$ cat src/rtl/seed_health_mon.sv
module seed_health_mon #(
  parameter int RUN_LIM = 64,
  parameter int ALT_LIM = 32
) (
  input  logic clk,
  input  logic rst,
  input  logic en,
  input  logic bit_vld,
  input  logic bit_in,
  input  logic flag_clr,
  output logic err_live,
  output logic err_set,
  output logic err_flag
);
  localparam int RW = $clog2(RUN_LIM + 2);
  localparam int AW = $clog2(ALT_LIM + 2);
  localparam logic [RW-1:0] RUN_TOP = RW'(RUN_LIM + 1);
  localparam logic [AW-1:0] ALT_TOP = AW'(ALT_LIM + 1);

  logic [RW-1:0] run_q, run_d;
  logic [AW-1:0] alt_q, alt_d;
  logic          have_prev, prev_bit;

  wire same  = have_prev && (bit_in == prev_bit);
  wire flip  = have_prev && (bit_in != prev_bit);
  wire take  = en && bit_vld;

  assign run_d = !same ? RW'(1) : (run_q == RUN_TOP) ? run_q : run_q + RW'(1);
  assign alt_d = !flip ? '0     : (alt_q == ALT_TOP) ? alt_q : alt_q + AW'(1);

  wire trip   = (run_d > RW'(RUN_LIM)) || (alt_d > AW'(ALT_LIM));
  wire new_er = take && trip && !err_live;

  always_ff @(posedge clk) begin
    if (rst) begin
      run_q     <= '0;
      alt_q     <= '0;
      have_prev <= 1'b0;
      prev_bit  <= 1'b0;
      err_live  <= 1'b0;
      err_set   <= 1'b0;
      err_flag  <= 1'b0;
    end else begin
      err_set <= new_er;
      if (!en) begin
        run_q     <= '0;
        alt_q     <= '0;
        have_prev <= 1'b0;
        err_live  <= 1'b0;
      end else if (bit_vld) begin
        run_q     <= run_d;
        alt_q     <= alt_d;
        prev_bit  <= bit_in;
        have_prev <= 1'b1;
        err_live  <= trip;
      end
      if (new_er)        err_flag <= 1'b1;
      else if (flag_clr) err_flag <= 1'b0;
    end
  end

  a_r1_run_flags: assert property (@(posedge clk) disable iff (rst)
    (run_q > RW'(RUN_LIM)) |-> err_live);
  a_r2_alt_flags: assert property (@(posedge clk) disable iff (rst)
    (alt_q > AW'(ALT_LIM)) |-> err_live);
  a_r3_set_with_live: assert property (@(posedge clk) disable iff (rst)
    err_set |-> (err_live && !$past(err_live)));
  a_r3_single_pulse: assert property (@(posedge clk) disable iff (rst)
    err_set |=> !err_set);
  a_r4_flag_with_set: assert property (@(posedge clk) disable iff (rst)
    err_set |-> err_flag);
  a_r4_flag_sticky: assert property (@(posedge clk) disable iff (rst)
    ($past(err_flag) && !$past(flag_clr)) |-> err_flag);
  a_r9_no_set_disabled: assert property (@(posedge clk) disable iff (rst)
    !$past(en) |-> (!err_set && !err_live));
  a_r10_hold_no_strobe: assert property (@(posedge clk) disable iff (rst)
    ($past(en) && !$past(bit_vld)) |-> ($stable(run_q) && $stable(alt_q) && $stable(err_live)));
  a_r12_no_wrap: assert property (@(posedge clk) disable iff (rst)
    (run_q <= RUN_TOP) && (alt_q <= ALT_TOP));
endmodule

$ cat config.mk
export PLATFORM = sky130hd
export DESIGN_NAME = seed_health_mon
export DESIGN_NICKNAME = d
export VERILOG_FILES = /design/src/rtl/seed_health_mon.sv
export SDC_FILE = /design/constraint.sdc
export NUM_CORES = 1
export LEC_CHECK = 0
export ABC_CLOCK_PERIOD_IN_PS = 3800
export BUFFER_PORTS_ARGS = -buffer_cell sky130_fd_sc_hd__buf_2
export CORE_UTILIZATION = 45
export CTS_CLUSTER_DIAMETER = 60
export CTS_CLUSTER_SIZE = 30
export DETAILED_ROUTE_END_ITERATION = 8
export GPL_TIMING_DRIVEN = 0
export PLACE_DENSITY = 0.66
export SLEW_MARGIN = 20
export SYNTH_ARGS = -nofsm -noshare
export SYNTH_HDL_FRONTEND = slang
export SYNTH_SLANG_ARGS = --single-unit
$ cat constraint.sdc
create_clock -name clk -period 3.8 [get_ports clk]
set_input_delay 0.76 -clock clk [delete_from_list [all_inputs] [get_ports clk]]
set_output_delay 0.76 -clock clk [all_outputs]
set_load 0.05 [all_outputs]
# ---- Yosys cells after proc, flatten, opt, wreduce, memory -nomap -nowiden
# Cells that the tools add are included.
# W data, S select, Z words.
dict set report totals {
  regBits 18
  in_bits 6
  out_inout_bits 3
  wordCells 32
}
dict set report classes {
  mux 6
  reduce_logical 10
  bitwise 1
  add_sub_neg 2
  order_cmp 2
  eq_ne 4
}
# cell count
set op_table {}
lappend op_table {{$mux W7} 2}
lappend op_table {{$mux W6} 2}
lappend op_table {{$add A7 B1 Y7 const B} 1}
lappend op_table {{$eq A7 B7 Y1 const B} 1}
lappend op_table {{$gt A7 B7 Y1 const B} 1}
lappend op_table {{$add A6 B1 Y6 const B} 1}
lappend op_table {{$eq A6 B6 Y1 const B} 1}
lappend op_table {{$gt A6 B6 Y1 const B} 1}
lappend op_table {{$logic_and A1 B1 Y1} 5}
lappend op_table {{$mux W1} 2}
lappend op_table {{$reduce_and A2 Y1} 1}
lappend op_table {{$reduce_bool A2 Y1} 1}
lappend op_table {{$reduce_or A2 Y1} 1}
lappend op_table {{$eq A1 B1 Y1} 1}
lappend op_table {{$logic_not A1 Y1} 1}
lappend op_table {{$logic_or A1 B1 Y1} 1}
lappend op_table {{$ne A1 B1 Y1} 1}
lappend op_table {{$not A1 Y1} 1}

# ---- Logic depth before layout (Yosys ltp)
# Gate-level depths: netlist of the first run.
dict set report depth {
  word_depth 8
  mapped_depth 7
  ltp_nobuf 7
}

# ---- Worst setup path after synthesis of the first run
# OpenSTA, ideal clock, no wires.
dict set report synth_path {
  path_type {input-to-reg}
  start {in bit_in}
  end {reg err_live}
  setup_slack_ps 1829
  t_arrival_ps 1891
  n_path_buf 0
  required_time_ps 3721
  setup_ps 79
  cell_stages 6
  cell_sequence {xnor2_1 -> nand2_1 -> o311ai_0 -> o311a_1 -> a311oi_2 -> a211oi_2}
}
dict set report synth_via {
  elab_chain_len 5
  word_cells_on_any_way 9
  classes_between {order compare (2); eq/ne (2); mux (2); reduce/logical (3)}
}
# item line_no
set synth_lines {}
lappend synth_lines {{start, declared} 9} ;# input logic bit_in,
lappend synth_lines {{$eq A1 B1 Y1 / $ne A1 B1 Y1 (equally long branches)} {24, 25}}
lappend synth_lines {{$logic_and A1 B1 Y1 (on tied branches)} {24, 25}}
lappend synth_lines {{$mux W7 / $mux W6 (equally long branches)} {28, 29}}
lappend synth_lines {{$gt A7 B7 Y1 / $gt A6 B6 Y1 (equally long branches)} 31} ;# wire trip = (run_d > RW'(RUN_LIM)) || (alt_d > AW'(ALT_LIM));
lappend synth_lines {{$logic_or A1 B1 Y1 (*)} 31}
lappend synth_lines {{end signal, assigned} 55} ;# err_live <= trip;
lappend synth_lines {{end, declared} 11} ;# output logic err_live,
# Mark *: on every way between the ends. The rest lies on a longest branch, timed or not.
# A chain may end at the register's enable or synchronous reset.

# ---- Worst setup path after layout of the first run
dict set report layout_path {
  start {reg run_q[1]}
  end {reg err_live}
}
dict set report layout_via {
  elab_chain_len 5
  word_cells_on_any_way 6
  classes_between {add/sub (1); order compare (1); eq/ne (1); mux (2); reduce/logical (1)}
}
# item line_no
set layout_lines {}
lappend layout_lines {{start, declared} 20} ;# logic [RW-1:0] run_q, run_d;
lappend layout_lines {{start signal, assigned} 51} ;# run_q <= run_d;
lappend layout_lines {{$add A7 B1 Y7 / $eq A7 B7 Y1 (equally long branches)} 28} ;# assign run_d = !same ? RW'(1) : (run_q == RUN_TOP) ? run_q : run_q + RW'(1);
lappend layout_lines {{$mux W7 (*) (2 in series)} 28}
lappend layout_lines {{$gt A7 B7 Y1 (*)} 31}
lappend layout_lines {{$logic_or A1 B1 Y1 (*)} 31}
# Marks and branches as above.

==> results of run 1 <==
==> Yosys cell counts (all sizes together) <==
cell	instances
nor2	19
dfxtp	18
nand2	17
a21oi	16
o21ai	8
nand3	6
and3	4
buf	4
clkbuf	4
ha	4
nor3	4
xnor2	4
inv	3
nand4b	3
nor3b	3
or3	3
and4	2
nand2b	2
nor4	2
a211o	1
a211oi	1
a21o	1
a221oi	1
a22o	1
a311oi	1
and2	1
mux2i	1
nand4	1
nor2b	1
o311a	1
o311ai	1
o41ai	1
xor2	1
==> layout make-up <==
| type | count | area, sq um | area share |
|---|---|---|---|
| Timing Repair Buffer | 8 | 40.04 | 0.03383 |
| Inverter | 3 | 11.26 | 0.009514 |
| Multi-Input combinational cell | 111 | 666.9 | 0.5634 |
| Buffer | 8 | 33.78 | 0.02854 |
| Tap cell | 28 | 35.03 | 0.02960 |
| Clock buffer | 4 | 36.28 | 0.03066 |
| Sequential cell | 18 | 360.3 | 0.3044 |
==> registers in the layout, indices dropped and copies added, names as in the netlist <==
| signal | count |
|---|---|
| prev_bit | 1 |
| err_live | 1 |
| err_flag | 1 |
| have_prev | 1 |
| err_set | 1 |
| run_q | 7 |
| alt_q | 6 |
==> worst max-delay path, stage by stage, from the launching register on <==
cell and delay (ns):
sky130_fd_sc_hd__dfxtp_1 0.48, sky130_fd_sc_hd__ha_1 0.30, sky130_fd_sc_hd__nand3_2 0.13, sky130_fd_sc_hd__or3_1 0.38
sky130_fd_sc_hd__a21oi_1 0.21, sky130_fd_sc_hd__o311a_1 0.21, sky130_fd_sc_hd__a311oi_2 0.06, sky130_fd_sc_hd__a211oi_2 0.24
==> per-layer routing <==
metal  track usage  up-vias  routed length [um]
met5             0        -                   0
met4       0.08333        0                  26
met3       0.03571        4                  32
met2        0.3111        6                 999
met1        0.2550      466                1082
li1              -      524                   -
==> through the flow <==
stage / setup WS, ns / util
6_report: 1.721 / 0.5300
5_1_grt: 1.578 / 0.5300
4_1_cts: 1.741 / 0.5300
3_5_place_dp: 1.511 / 0.5137
3_3_place_gp: 1.505 / 0.5137
2_1_floorplan: 1.829 / -
==> path summary, 6_finish.rpt <==
path | startpoint | to | slack, ns | cells after the start
worst max register to register | run_q[1]$_SDFFE_PP0P_ | err_live$_SDFFE_PP0P_ | 1.72 | 7
worst max-delay path | run_q[1]$_SDFFE_PP0P_ | err_live$_SDFFE_PP0P_ | 1.72 | 7
worst min register to register | err_flag$_SDFFE_PP0P_ | err_flag$_SDFFE_PP0P_ | 0.47 | 2
worst min-delay path | err_flag$_SDFFE_PP0P_ | err_flag$_SDFFE_PP0P_ | 0.47 | 2
==> cells by family (layout without fill, tap and decap cells) <==
group / after synthesis / count (layout) / synth area share
AOI/OAI and AO/OA: 33 / 33 / 0.2030
muxes: 1 / 1 / 0.009335
xor gates and xnor gates: 5 / 5 / 0.04084
adders and majority gates: 4 / 4 / 0.04668
buffers and inverters: 11 / 23 / 0.04200
and+or+nand+nor: 68 / 68 / 0.3221
DFF: 18 / 18 / 0.3361
==> report_power, final <==
part / switching (W) / internal [W]
logic: 0.0000194 / 0.0000102
registers: 0.00000178 / 0.000191
clock network: 0.0000603 / 0.0000584
total: 0.0000816 / 0.000259
==> results.md, run 1 <==
- Instance count after placement with tap cells included: 176
- Max rail drop VDD: 0.0001559 V
- Distinct cells, synth: 37
- # clock sinks: 18
- Net count of the mapped netlist: 150
- Smallest hold slack: around 0.47 ns
- Via Count: 1000
- Via density per instance: 5.556
- Final standard cell count with taps included and fillers excluded: 180
- Post-detailed-placement cell area: 0.001147 sq mm
- Overall routed net length: between 2 and 2.5 mm
- RSZ-0062 raised after global routing: false
- Final weighted congestion in routability-driven placement: 0.7977
- Average routed wire per standard cell: about 12 um
- Minimum period implied by the final worst setup slack: approximately 2.1 ns
- Chip height: 50.82 um
- Crit path required time: 4.02 ns
- TritonRoute pass-1 iters: 4
- Nature of the critical path endpoint: flip-flop
- Overall die width: 50.82 um
- Buffer levels on the longest clock path: 2
- # DRC: 0
- DPL Wire Length: between 1.5 and 2 mm
- Number of endpoints with negative hold slack in the final report: 0
- Worst min-delay path category: reg2reg
- Total routing resource utilization after global routing: 0.1945
- Result of the run: completed
- Number of clock buffers inserted by TritonCTS: 3
- Max Transition Viols Final: 0
- Most area-consuming cells after synthesis: sky130_fd_sc_hd__dfxtp_1, sky130_fd_sc_hd__a21oi_1, sky130_fd_sc_hd__nor2_1
- Total of hold buffers inserted after clock tree synthesis: 0
- Share of layout cells above drive strength 1: 0.1382
- Most common library cell in the layout ignoring fill and taps: sky130_fd_sc_hd__nor2_1
- Total negative setup slack: 0 ns
- Initial antenna violation count: 0
- Setup clock skew after layout: around 0.009 ns
- Synth Warn #: 0
- # H-tree levels: 1
- Root Buffer Master: sky130_fd_sc_hd__clkbuf_4
- Total core area: 0.002233 sq mm
- Worst-Margin Slew: approximately 0.46 ns
- Wire length of the first global-routing pass: about 3.8 mm
- Seq/Total Area, Yosys: 0.3361
- Flip-flop and latch count after synthesis: 18
- Area growth syn-to-layout: 10.39%
- MaxCap Viol Count: 0
- Number of buffer cells added on primary ports: 8
- Post-route cell area: 0.001184 sq mm
- Number of nets in the layout: about 160
- Post_cts resized: 0
- Data arrival time of the worst path: roughly 2.3 ns
- PnR Total Power: approximately 0.00034 W
- Floorplan row count: 17
- Count of inserted antenna diode cells: 0
- Clock slew at the register clock pins of the worst setup and hold paths: approximately 0.11 ns
- DRC marker count from the first detailed-route iteration: 22
- Post-Synthesis Mean Instance Area: ~7.7 sq um
- Type of the setup path with the least slack: reg2reg
- I/O pin count: 9
- Normalized max-slew margin: 0.6913
- Power density of the placed cells: approximately 290 mW/mm^2
- Standby leakage power: approximately 0.43 nW
- Number of global-route vias before repair: around 900
- Clock insertion delay at the later pin of the skew report: 0.29 ns
- Number of inserted filler cells in the final layout: 228
- Finish-stage setup viols: 0
- Cell count after synthesis: 140
- Maximum number of pins on one net before global-route repair: 11
- Share of the synthesized area in the top cell type: 0.3361
- CTS tree: built
- Cell type contributing the most total cell area after synthesis: sky130_fd_sc_hd__dfxtp_1
- Final period utilization: 0.5472
- Initial standard-cell utilization of the core: 0.4801
- Total global routing overflow: 0
- # Post-CTS Setup Buffers: 0
- Antenna violation net count after detailed routing: 0
- Mapped Area: about 0.0011 sq mm
- Critical path peak fanout: 8
- Commonest cells after routing, fill and taps aside: sky130_fd_sc_hd__nor2_1, sky130_fd_sc_hd__dfxtp_1, sky130_fd_sc_hd__nand2_1
- FMAX: about 480 MHz
- Die ar.: between 0.002 and 0.003 sq mm
- Startpoint types: flip-flop
Note: power is estimated with default switching activity, not from simulation.
==> run 2, diff against run 1 <==
ABC_CLOCK_PERIOD_IN_PS = 2000   (was 3800)
clock period = 2 ns   (was 3.8 ns; I/O delays follow)
==> results.md, run 2 (same netlist as run 1, synthesis figures left out) <==
- Met2 Track Usage GR: 0.3111
- Slowest cell on the critical path: sky130_fd_sc_hd__or3_4
- DPL Wire Length: around 1.6 mm
- Final standard cell count with taps included and fillers excluded: 180
- Average routed wire per standard cell: between 10 and 15 um
- Max rail drop VDD: between 0.0002 and 0.0003 V
- Total negative setup slack: 0 ns
- # DRC: 0
- Die ar.: 0.002582 sq mm
- Number of nets in the layout: 163
- Root Buffer Master: sky130_fd_sc_hd__clkbuf_4
- Total core area: approximately 0.0022 sq mm
- I/O pin count: 9
- Registers with the most flip-flops: run_q (7), alt_q (6)
- Via Count: about 1000
- Instance count after placement with tap cells included: between 150 and 200
- Global-route met3 utilization: 0.03571
- Wire length of the first global-routing pass: roughly 3.8 mm
- RSZ-0062 raised after global routing: false
- Via density per instance: 5.667
- Chip height: between 50 and 60 um
- Count of inserted antenna diode cells: 0
- Initial standard-cell utilization of the core: 0.4801
- CTS tree: built
- Type of the setup path with the least slack: reg2reg
- Final period utilization: 0.9442
- Data arrival time of the worst path: 2.11 ns
- Total routing resource utilization after global routing: 0.1945
- Most common library cell in the layout ignoring fill and taps: sky130_fd_sc_hd__nor2_1
- Worst-Margin Slew: around 0.45 ns
- Result of the run: completed
- Setup ws final: ~0.11 ns
- Clock slew at the register clock pins of the worst setup and hold paths: 0.11 ns
- Overall die width: ~50 um
- Finish-stage setup viols: 0
- Number of buffer cells added on primary ports: 8
- Total buffers and inverters traversed by the critical path: 0
- Worst slack, placed: -0.04027 ns
- Kind of cell adding the most delay to the critical path: compound AO/OA/AOI/OAI gates
- Share of layout cells above drive strength 1: 0.1776
- Total global routing overflow: 0
- Buffer levels on the longest clock path: 2
- Normalized max-slew margin: 0.6991
- Startpoint types: flip-flop
- Commonest cells after routing, fill and taps aside: sky130_fd_sc_hd__nor2_1, sky130_fd_sc_hd__nand2_1, sky130_fd_sc_hd__dfxtp_1
- FMAX: 529.6 MHz
- Initial antenna violation count: 0
- Highest-utilization routing layer at the global route stage: met2
- Nature of the critical path endpoint: flip-flop
- Critical path peak fanout: 8
- Area growth syn-to-layout: 12.49%
- Maximum number of pins on one net before global-route repair: 11
- Slowest stage delay, CP: 0.41 ns
- Met1 GRT Util: 0.2550
- Number of global-route vias before repair: around 900
- Final cell utilization of the core: 0.5401
- Register bank with the most flops: run_q
- PnR Total Power: 0.0006458 W
- # clock sinks: 18
- Crit path required time: 2.22 ns
- Number of clock buffers inserted by TritonCTS: 3
- Number of inserted filler cells in the final layout: between 200 and 250
- Number of endpoints with negative hold slack in the final report: 0
- Final weighted congestion in routability-driven placement: roughly 0.8
- Setup clock skew after layout: around 0.0084 ns
- Overall routed net length: 2.181 mm
- Standby leakage power: between 0.4 and 0.5 nW
- # H-tree levels: 1
- Clock insertion delay at the later pin of the skew report: 0.29 ns
- Antenna violation net count after detailed routing: 0
- Max reg flops: 7
- Worst path cell trace: ha_2 -> nand3_2 -> or3_4 -> a21oi_2 -> o311a_1 -> a311oi_2 -> a211oi_2
- TritonRoute pass-1 iters: 4
- DRC marker count from the first detailed-route iteration: 16
- Floorplan row count: 17
- Minimum period implied by the final worst setup slack: about 1.9 ns
- Worst min-delay path category: in2reg
- Power density of the placed cells: 535.4 mW/mm^2
- Max Transition Viols Final: 0
- MaxCap Viol Count: 0
[run 2: path summary, 6_finish.rpt]
kind                                            start               endpoint  slack (ns)  cells after the start
worst max-delay path            run_q[1]$_SDFFE_PP0P_  err_live$_SDFFE_PP0P_        0.11                      7
worst min-delay path                              rst  prev_bit$_SDFFE_PP0P_        0.27                      2
worst max register to register  run_q[1]$_SDFFE_PP0P_  err_live$_SDFFE_PP0P_        0.11                      7
worst min register to register  err_flag$_SDFFE_PP0P_  err_flag$_SDFFE_PP0P_        0.47                      2
[run 2: repair_timing]
| item | 4_1_cts | 5_1_grt |
|---|---|---|
| buffers inserted | 0 | 0 |
| hold buffers | 0 | 0 |
| pin swaps | 0 | 1 |
| gates resized for setup | 1 | 7 |
| setup endpoints to repair | 3 | 3 |
| hold endpoints to repair | 0 | 0 |
[run 2: area by class of cell]
| type | count | area, sq um | share of cell area |
|---|---|---|---|
| buffer | 8 | 33.78 | 0.02801 |
| clock buffer | 4 | 36.28 | 0.03008 |
| inverter | 3 | 11.26 | 0.009336 |
| multi-input combinational | 111 | 684.4 | 0.5674 |
| sequential | 18 | 365.4 | 0.3029 |
| tap | 28 | 35.03 | 0.02905 |
| timing repair buffer | 8 | 40.04 | 0.03319 |
[run 2: stage by stage]
| step | hold WS, ns | area, sq um |
|---|---|---|
| 2_1_floorplan | 0.4428 | 1072 |
| 3_3_place_gp | 0.4334 | 1147 |
| 3_5_place_dp | 0.4433 | 1147 |
| 4_1_cts | 0.2617 | 1185 |
| 5_1_grt | 0.2543 | 1206 |
| 6_report | 0.2709 | 1206 |
[run 2: metal layers]
| layer | vias to the layer above | share of wire |
|---|---|---|
| li1 | 525 | - |
| met1 | 485 | 0.49 |
| met2 | 6 | 0.49 |
| met3 | 4 | 0.014 |
| met4 | 0 | 0.012 |
| met5 | - | 0 |
[run 2: report_power, final]
group          leakage (nW)  switching [W]  total [W]  internal [W]
clock                0.0210       0.000114   0.000225      0.000111
sequential            0.147     0.00000346   0.000364      0.000361
combinational         0.264      0.0000372  0.0000567     0.0000195
==> run 3, diff against run 2 <==
ABC_CLOCK_PERIOD_IN_PS = default   (was 2000)
PLACE_DENSITY = 0.69   (was 0.66)
==> results.md, run 3 (same netlist as run 1, synthesis figures left out) <==
- End of the worst hold path: prev_bit$_SDFFE_PP0P_
- Chip height: 50.82 um
- Floorplan row count: 17
- Final period utilization: 0.9545
- Die ar.: ~0.0026 sq mm
- # H-tree levels: 1
- Result of the run: completed
- Average routed wire per standard cell: around 13 um
- Clock slew at the register clock pins of the worst setup and hold paths: ~0.1 ns
- DPL Wire Length: between 1.5 and 2 mm
- Multi-input gate area in the final layout: around 680 sq um
- Initial standard-cell utilization of the core: 0.4801
- Share of layout cells above drive strength 1: 0.1722
- Number of buffer cells added on primary ports: 8
- I/O pin count: 9
- Logic pwr share: 0.095
- Critical path peak fanout: 8
- Root Buffer Master: sky130_fd_sc_hd__clkbuf_4
- Clock insertion delay at the later pin of the skew report: slightly below 0.3 ns
- Post-detailed-placement cell area: about 0.0011 sq mm
- Total negative setup slack: 0 ns
- Buffer levels on the longest clock path: 2
- Via Count: a little over 1000
- PnR Total Power: between 0.0006 and 0.0007 W
- # DRC: 0
- Commonest cells after routing, fill and taps aside: sky130_fd_sc_hd__nor2_1, sky130_fd_sc_hd__nand2_1, sky130_fd_sc_hd__dfxtp_1
- Max Transition Viols Final: 0
- Normalized max-slew margin: 0.7043
- Source of the worst hold timing path: rst
- Registers with the most flip-flops: run_q (7), alt_q (6)
- Total internal power: 0.0004507 W
- Total routing resource utilization after global routing: 0.1977
- Standby leakage power: ~0.43 nW
- Type of the setup path with the least slack: reg2reg
- CTS tree: built
- Worst min-delay path category: in2reg
- Launch instance of the worst register-to-register path: run_q[1]$_SDFFE_PP0P_
- Final cell utilization of the core: 0.5322
- Initial antenna violation count: 0
- Final weighted congestion in routability-driven placement: 0.7881
- Number of endpoints with negative hold slack in the final report: 0
- # clock sinks: 18
- Cell depth of the worst hold path: 2
- FMAX: 523.9 MHz
- Max reg flops: 7
- Minimum period implied by the final worst setup slack: 1.909 ns
- Register Area: between 300 and 400 sq um
- Via density per instance: around 5.8
- Worst-Margin Slew: 0.4435 ns
- Setup clock skew after layout: a little under 0.004 ns
- Register bank with the most flops: run_q
- Finish-stage setup viols: 0
- Crit path required time: 2.23 ns
- Sequential fraction of design power: 0.604
- Overall die width: 50.82 um
- Area growth syn-to-layout: 10.85%
- DRC marker count from the first detailed-route iteration: 28
- Maximum number of pins on one net before global-route repair: 11
- TritonRoute pass-1 iters: 4
- Number of inserted filler cells in the final layout: roughly 230
- Nature of the critical path endpoint: flip-flop
- Number of clock buffers inserted by TritonCTS: 3
- Total global routing overflow: 0
- Switching power of the nets: around 0.00015 W
- Wire length of the first global-routing pass: about 3.9 mm
- MaxCap Viol Count: 0
- Count of cells along the worst register-to-register path: 7
- # Post-CTS Setup Buffers: 0
- Share of total power in the clock network: 0.302
- Switching Fraction: 0.2534
- Smallest hold slack: 0.2790 ns
- Number of nets in the layout: roughly 160
- R2R setup slack: between 0.09 and 0.1 ns
- Antenna violation net count after detailed routing: 0
- Power density of the placed cells: approximately 510 mW/mm^2
- Max rail drop VDD: ~0.0004 V
- Data arrival time of the worst path: ~2.1 ns
- Startpoint types: flip-flop
- Post-route cell area: between 0.001 and 0.0015 sq mm
- Overall routed net length: 2.278 mm
- Count of inserted antenna diode cells: 0
- Most common library cell in the layout ignoring fill and taps: sky130_fd_sc_hd__nor2_1
- Total core area: approximately 0.0022 sq mm
- Reg-to-Reg End: err_live$_SDFFE_PP0P_
- Number of global-route vias before repair: between 900 and 1000
run 3: changes by cell type in the layout (fill, tap and decap cells not counted), sizes merged:
cell / previous run / this run
clkbuf: 8 / 7
run 3: layer usage:
layer | part of all wire | global-route usage | up-vias
met5 | 0 | 0 | -
met4 | 0.018 | 0.06944 | 0
met3 | 0.052 | 0.05357 | 10
met2 | 0.47 | 0.3333 | 27
met1 | 0.46 | 0.2404 | 477
li1 | - | - | 522
run 3: worst max path at each step:
stage,start,to,slack [ns],cells after the start
2_1_floorplan,run_q[1]$_SDFFE_PP0P_,err_live$_SDFFE_PP0P_,0.16,6
3_3_place_gp,run_q[1]$_SDFFE_PP0P_,err_live$_SDFFE_PP0P_,-0.05,6
3_5_place_dp,run_q[1]$_SDFFE_PP0P_,err_flag$_SDFFE_PP0P_,-0.05,6
4_1_cts,run_q[1]$_SDFFE_PP0P_,err_flag$_SDFFE_PP0P_,0.02,6
5_1_grt,run_q[1]$_SDFFE_PP0P_,err_live$_SDFFE_PP0P_,-0.007,7
6_report,run_q[1]$_SDFFE_PP0P_,err_live$_SDFFE_PP0P_,0.09,7
run 3: layout make-up:
type	instances	area share
multi-input cells	111	0.5716
flip-flops and latches	18	0.3074
well taps	28	0.02947
clock buffers	3	0.01895
plain buffers	8	0.02947
inverters	3	0.009474
repair buffers	8	0.03368
run 3: stage by stage:
stage          setup slack (ns)  instances
6_report                0.09106        179
5_1_grt               -0.006617        179
4_1_cts                 0.02335        179
3_5_place_dp           -0.04676        176
3_3_place_gp           -0.05385        176
2_1_floorplan            0.1629        140
run 3: timing repair:
action,CTS,global route
hold buffers,0,0
setup endpoints to repair,3,3
cloned,0,0
resized for setup,1,8
pin swaps,0,0
run 3: critical path, stage by stage, from the launching register on:
cell and delay (ns):
sky130_fd_sc_hd__dfxtp_4 0.40, sky130_fd_sc_hd__ha_2 0.23, sky130_fd_sc_hd__nand3_2 0.12, sky130_fd_sc_hd__or3_1 0.42, sky130_fd_sc_hd__a21oi_2 0.17, sky130_fd_sc_hd__o311a_1 0.19
sky130_fd_sc_hd__a311oi_2 0.07, sky130_fd_sc_hd__a211oi_2 0.23
run 3: power by group through the flow:
stage                     Combinational, W  Sequential (W)  Clock (W)
after global placement           0.0000549        0.000374          0
after CTS                        0.0000560        0.000366   0.000188
after global routing             0.0000646        0.000365   0.000204
final                            0.0000571        0.000364   0.000182
after detailed placement         0.0000557        0.000374          0
after floorplan                  0.0000373        0.000375          0
